<file path="config.mk">
export PLATFORM = sky130hd
export DESIGN_NAME = hz_ctrl
export DESIGN_NICKNAME = d
export VERILOG_FILES = /design/src/rtl/hz_pkg.sv /design/src/rtl/hz_src_match.sv /design/src/rtl/hz_op_seen.sv /design/src/rtl/hz_ctrl.sv
export SDC_FILE = /design/constraint.sdc
export NUM_CORES = 1
export LEC_CHECK = 0
export BUFFER_PORTS_ARGS = -buffer_cell sky130_fd_sc_hd__buf_4
export CORE_AREA = 2 2 39 41
export DETAILED_ROUTE_END_ITERATION = 7
export DIE_AREA = 0 0 41 43
export SETUP_SLACK_MARGIN = 0.5
export SYNTH_ARGS = -nofsm -noshare
export SYNTH_HDL_FRONTEND = slang
export SYNTH_SLANG_ARGS = --single-unit
</file>
<file path="constraint.sdc">
create_clock -name vclk -period 3.21
set_input_delay 0.642 -clock vclk [all_inputs]
set_output_delay 0.642 -clock vclk [all_outputs]
set_load 0.01 [all_outputs]
</file>
<file path="src/rtl/hz_pkg.sv">
package hz_pkg;
    typedef struct packed {
        logic fetch_hold;
        logic dec_hold;
        logic dec_flush;
        logic exe_flush;
    } hz_ctl_t;
endpackage

</file>
<file path="src/rtl/hz_src_match.sv">
// Compares one destination ID against every decode source ID.
module hz_src_match #(
    parameter int unsigned REG_W = 4,
    parameter int unsigned NSRC  = 2,
    parameter logic [REG_W-1:0] NOREG = '1
) (
    input  logic [REG_W-1:0]           dst,
    input  logic [NSRC-1:0][REG_W-1:0] srcs,
    output logic                       hit
);
    logic [NSRC-1:0] eq;

    for (genvar i = 0; i < NSRC; i++) begin : g_cmp
        assign eq[i] = (srcs[i] == dst);
    end

    // The "no register" ID never produces a match.
    assign hit = (dst != NOREG) && (|eq);
endmodule

</file>
<file path="src/rtl/hz_op_seen.sv">
// Reports whether a given operation code appears in any of the listed stages.
module hz_op_seen #(
    parameter int unsigned OP_W = 4,
    parameter int unsigned NSTG = 3,
    parameter logic [OP_W-1:0] CODE = '0
) (
    input  logic [NSTG-1:0][OP_W-1:0] ops,
    output logic                      seen
);
    logic [NSTG-1:0] at;

    for (genvar s = 0; s < NSTG; s++) begin : g_stg
        assign at[s] = (ops[s] == CODE);
    end

    assign seen = |at;
endmodule

</file>
<file path="src/rtl/hz_ctrl.sv">
module hz_ctrl #(
    parameter int unsigned OP_W  = 4,
    parameter int unsigned REG_W = 4,
    parameter logic [OP_W-1:0]  LOAD_OP = 'h5,
    parameter logic [OP_W-1:0]  POP_OP  = 'hB,
    parameter logic [OP_W-1:0]  JUMP_OP = 'h7,
    parameter logic [OP_W-1:0]  RET_OP  = 'h9,
    parameter logic [REG_W-1:0] NOREG   = 'hF
) (
    input  logic [OP_W-1:0]  d_op,
    input  logic [OP_W-1:0]  e_op,
    input  logic [OP_W-1:0]  m_op,
    input  logic [REG_W-1:0] d_src_a,
    input  logic [REG_W-1:0] d_src_b,
    input  logic [REG_W-1:0] e_mem_dst,
    input  logic             e_taken,
    output logic             fetch_hold,
    output logic             dec_hold,
    output logic             dec_flush,
    output logic             exe_flush
);
    import hz_pkg::*;

    localparam int unsigned NSRC = 2;  // decode source ports
    localparam int unsigned NSTG = 3;  // stages a return can occupy

    logic [NSRC-1:0][REG_W-1:0] srcs;
    logic [NSTG-1:0][OP_W-1:0]  ops;
    logic src_hit;
    logic ret_live;
    logic e_is_load;
    logic load_use;
    logic mispredict;
    hz_ctl_t ctl_d;

    assign srcs = {d_src_b, d_src_a};
    assign ops  = {m_op, e_op, d_op};

    hz_src_match #(
        .REG_W (REG_W),
        .NSRC  (NSRC),
        .NOREG (NOREG)
    ) u_match (
        .dst  (e_mem_dst),
        .srcs (srcs),
        .hit  (src_hit)
    );

    hz_op_seen #(
        .OP_W (OP_W),
        .NSTG (NSTG),
        .CODE (RET_OP)
    ) u_ret (
        .ops  (ops),
        .seen (ret_live)
    );

    assign e_is_load  = (e_op == LOAD_OP) || (e_op == POP_OP);
    assign load_use   = e_is_load && src_hit;
    assign mispredict = (e_op == JUMP_OP) && !e_taken;

    // Priority: a load/use hazard overrides the return's request to flush decode.
    always_comb begin
        ctl_d            = '0;
        ctl_d.fetch_hold = load_use || ret_live;
        ctl_d.dec_hold   = load_use;
        ctl_d.dec_flush  = mispredict || (ret_live && !load_use);
        ctl_d.exe_flush  = mispredict || load_use;
    end

    assign fetch_hold = ctl_d.fetch_hold;
    assign dec_hold   = ctl_d.dec_hold;
    assign dec_flush  = ctl_d.dec_flush;
    assign exe_flush  = ctl_d.exe_flush;
endmodule

</file>
==> impl_metrics.ini, run 1 <==
[placement]
globalplace.congestion = 0.563
port_buffers = 29
hpwl_um = 586

[power]
p_per_area_nw_per_um2 = 110
p_comb_share_pct = 100.0
power_switching_uw = 15.6
cell_internal_pwr_uw = 30.7
p_leak_uw = 0.000212
p_sw_share_pct = 33.8
ir_worst_vdd_uv = 33.1
p_seq_share_pct = 0
pwr-share-clk_pct = 0

[die]
die_w_um = 41
pin_count = 29
initial_core_util_pct = 13.2
rows = 14
die_area_sq_um = 1760
coreArea_sq_um = 1380
die_height_um = 43

[critical_path]
arrival_ns = 1.69
cp-start-kind = primary input
critPathRequiredTime_ns = 2.57
worst-path-max-fanout = 4
crit_type = primary input to primary output
endpoint_kind = primary output

[detailed_routing]
wirelength_um = 619
vias_per_cell = 4.19
ant_nets = 0
drt_iter0_drc = 8
route.detailed.drc = 0
vias = 289
wl_per_cell_um = 8.97
drtPass1Iterations = 4

[yosys]
yosysSeqAreaShare_pct = 0
syn_avg_cell_area_sq_um = 7.61
synth_nets = 49
synth_area_leaders = xor2_1 38%, nor4bb_1 16%, nand2b_1 10%, nor4_1 6.8%, o2111a_2 6.8%
synthDistinctLibCells = 12
synth.most_common_cell = xor2_1
netlist_top_cells_count = 8 x xor2_1, 3 x nand2b_1, 3 x nor4bb_1
synth.top_cell.area_share_pct = 38.4
yosysTopAreaCell = xor2_1
synth_area_sq_um = 183
synthCells = 24
yosysWarnings = 0

[global_route]
grt_use_total_pct = 6.99
grt_max_degree = 5
antenna_found_initial = 0
grt_pass1_wl_um = 931
grt_pass1_vias = 251
grt_overflow = 0

[timing]
worst_slew_pin_slew_ns = 0.268
min_period_over_period_pct = 72.5
final_hold_viol_count = 0
slew_violations = 0
setup-violations-final = 0
slew_headroom_pct = 82.0
fmax_ghz = 0.429
tns_ns = 0
fin_crit_ns = 2.33
rsz0062_at_grt = no

[flow_run]
cap_viol_max_count = 0

[cells_and_area]
multi_input_area_sq_um = 183
areaGrowthSynthToFinish_pct = 130
clock_buffers = 0
diodes = 0
post-route-util_pct = 30.4
final_nets = 80
n_sequential_cell = 0
regArea_sq_um = 0
layout-drive-gt1-share_pct = 56.6
fill_cells = 157

[worst_hold_path]
hp-start = e_taken
min_path_cells = 4
hold_class = primary input to primary output
min_to = exe_flush

[clock_tree]
holdBufCountCts = 0
cts_resized = 0
postCtsSetupRepairBufs = 0

[outcome]
status = finished clean
-- power groups by stage --
stage	clock network, uW	registers (uW)	logic, uW
6_report	0	0	46.3
5_1_grt	0	0	51.5
4_1_cts	0	0	47.0
3_5_place_dp	0	0	46.9
3_3_place_gp	0	0	46.8
2_1_floorplan	0	0	14.3
-- cell type report --
cell class         count  share of cell area [%]
multi-input cells     24                    43.5
well taps             16                    4.76
repair buffers        29                    51.8
-- placed cells by master (no fill, tap or decap) --
| master | n |
|---|---|
| nor3_1 | 1 |
| o2111a_2 | 1 |
| nand3b_1 | 1 |
| nor4bb_1 | 3 |
| nand2b_1 | 3 |
| nand4_1 | 1 |
| nand2_1 | 1 |
| a21oi_1 | 1 |
| xor2_1 | 8 |
| or3_1 | 1 |
| nor4_1 | 2 |
| buf_4 | 29 |
| o21ai_0 | 1 |
-- worst max-delay path by stage --
stage / start / to / cells after the start
floorplan: e_mem_dst[1] / exe_flush / 4
global placement: e_mem_dst[1] / exe_flush / 6
detailed placement: e_mem_dst[1] / exe_flush / 6
CTS: e_mem_dst[1] / exe_flush / 6
global route: e_mem_dst[0] / fetch_hold / 6
finish: e_mem_dst[1] / exe_flush / 6
-- cells by family after synthesis --
| logic type | synth area share (%) |
|---|---|
| simple gates | 49.3 |
| xor+xnor | 38.4 |
| compound gates | 12.3 |
-- per-stage QoR --
| stage | cells | setup slack, ns | total power, uW | instance area (sq um) | hold slack [ns] |
|---|---|---|---|---|---|
| 2_1_floorplan | 24 | 1.09 | 14.3 | 183 | 1.42 |
| 3_3_place_gp | 69 | 0.877 | 46.8 | 420 | 1.67 |
| 3_5_place_dp | 69 | 0.865 | 46.9 | 420 | 1.67 |
| 4_1_cts | 69 | 0.865 | 47.0 | 420 | 1.67 |
| 5_1_grt | 69 | 0.792 | 51.5 | 420 | 1.68 |
| 6_report | 69 | 0.882 | 46.3 | 420 | 1.66 |
-- critical path: stages --
cell      delay, ns
buf_4          0.12
xor2_1         0.15
nor4_1         0.30
o2111a_2       0.25
nand2b_1       0.11
buf_4          0.11
-- per-layer routing --
metal  wire [um]  vias to the layer above  track usage [%]
met1         217                      119             8.23
met4           0                        0                0
li1            -                      150                -
met5           0                        -                0
met2         303                       20             13.4
met3          99                        0            0.524
(Power assumes the default switching activity.)
==> run 2: changes to the inputs <==
==> constraint.sdc (replaced) <==
create_clock -name vclk -period 2.03
set_input_delay 0.406 -clock vclk [all_inputs]
set_output_delay 0.406 -clock vclk [all_outputs]
set_load 0.01 [all_outputs]
==> run 2 against run 1 <==
Effect of this change:
- cell area grew 14%
- worst setup slack lost 0.70 ns
- sequential cell count is the same
- sequential share of layout area is the same
- die area is the same
- via count grew 1.0%
- core utilization grew 4.3 points
- final cell count grew 1.4%
- hold slack lost 0.45 ns
- global-route usage grew 0.60 points
- critical path type unchanged
- largest power group unchanged
- highest routed layer unchanged
==> impl_metrics.ini, run 2 (synthesis gave the netlist of run 1 again) <==
[outcome]
status = finished clean

[cells_and_area]
final_nets = 81
stdcell_count = 70
diodes = 0
n_sequential_cell = 0
areaGrowthSynthToFinish_pct = 163
final_common_cell = buf_4
regArea_sq_um = 0
layout-drive-gt1-share_pct = 61.1
clock_buffers = 0
layout_common_cells = 20 x buf_4, 10 x buf_6, 8 x xor2_1

[critical_path]
critPathBufInv = 2
crit_type = primary input to primary output
critPathRequiredTime_ns = 1.62
crit_slowest_cell = o2111a_2
cp-start-kind = primary input
worst-path-max-fanout = 4
endpoint_kind = primary output
cpPeakStageDelay_ns = 0.29
crit_path_cell_trace = buf_6, xor2_1, nor4_1, o2111a_2, nand2b_4, buf_6
cp_num_cells = 6
cp_common_cell = buf_6
path_delay_family = simple AND/OR/NAND/NOR gates
arrival_ns = 1.44

[detailed_routing]
wirelength_um = 651
route.detailed.drc = 0
ant_nets = 0
drt_iter0_drc = 0
vias = 292
wl_per_cell_um = 9.30
drtPass1Iterations = 1
vias_per_cell = 4.17

[clock_tree]
holdBufCountCts = 0

[timing]
rsz0062_at_grt = yes
tns_ns = 0
slew_violations = 0
worst_slew_pin_slew_ns = 0.422
min_period_over_period_pct = 91.1
fmax_ghz = 0.541
slew_headroom_pct = 71.6
final_hold_viol_count = 0
fin_crit_ns = 1.85
setup-violations-final = 0

[worst_hold_path]
hold_class = primary input to primary output
min_path_cells = 4

[placement]
globalplace.congestion = 0.593
place_inst = 69
port_buffers = 29
hpwl_um = 583

[global_route]
antenna_found_initial = 0
grt_use_total_pct = 7.59
grt_pass1_vias = 284
grt_max_degree = 5
grt_overflow = 0
grt_pass1_wl_mm = 1.02

[power]
p_per_area_nw_per_um2 = 173
ir_worst_vdd_uv = 48.7
p_leak_uw = 0.000232

[die]
die_height_um = 43
die_area_sq_um = 1760
die_w_um = 41
initial_core_util_pct = 13.2
coreArea_sq_um = 1380
rows = 14
pin_count = 29

[flow_run]
cap_viol_max_count = 0
==> run 2: where the power goes <==
part	internal (uW)	switching [uW]	leakage [uW]	total, uW
clock network	0	0	0	0
registers	0	0	0	0
logic	56.5	26.7	0.000232	83.2
total	56.5	26.7	0.000232	83.2
==> run 2: routing by layer <==
| layer | vias to the layer above | global-route usage (%) | wire length, um |
|---|---|---|---|
| li1 | 152 | - | - |
| met1 | 118 | 11.1 | 243 |
| met2 | 22 | 11.6 | 280 |
| met3 | 0 | 2.09 | 127 |
| met4 | 0 | 0 | 0 |
| met5 | - | 0 | 0 |
==> run 2: worst paths after layout <==
path | start | endpoint | slack [ns]
hold / removal | e_taken | exe_flush | 1.21
setup / recovery | d_src_b[2] | fetch_hold | 0.18
==> run 2: metrics by stage <==
| step | cell area, sq um | power (uW) | hold slack [ns] | setup slack [ns] | util (%) |
|---|---|---|---|---|---|
| floorplan | 198 | 25.2 | 0.951 | 0.387 | - |
| global placement | 435 | 76.5 | 1.22 | 0.151 | 31.5 |
| detailed placement | 435 | 76.8 | 1.22 | 0.116 | 31.5 |
| CTS | 462 | 82.2 | 1.22 | 0.175 | 33.4 |
| global route | 480 | 91.1 | 1.24 | 0.105 | 34.7 |
| finish | 480 | 83.2 | 1.21 | 0.181 | 34.7 |
==> run 2: repair_timing <==
action,4_1_cts,5_1_grt
pin swaps,7,4
setup endpoints to repair,4,4
resized for setup,7,3
endpoints found under the hold margin,0,0
setup buffers,0,1
==> run 2: final cells by class <==
class	instances	area (sq um)
multi-input combinational	24	198
timing repair buffer	30	263
tap	16	20.0
fill	149	903
==> run 2: worst min-delay path: stages <==
cell,delay [ns]
buf_4,0.07
or3_1,0.16
nand2b_4,0.06
buf_6,0.11
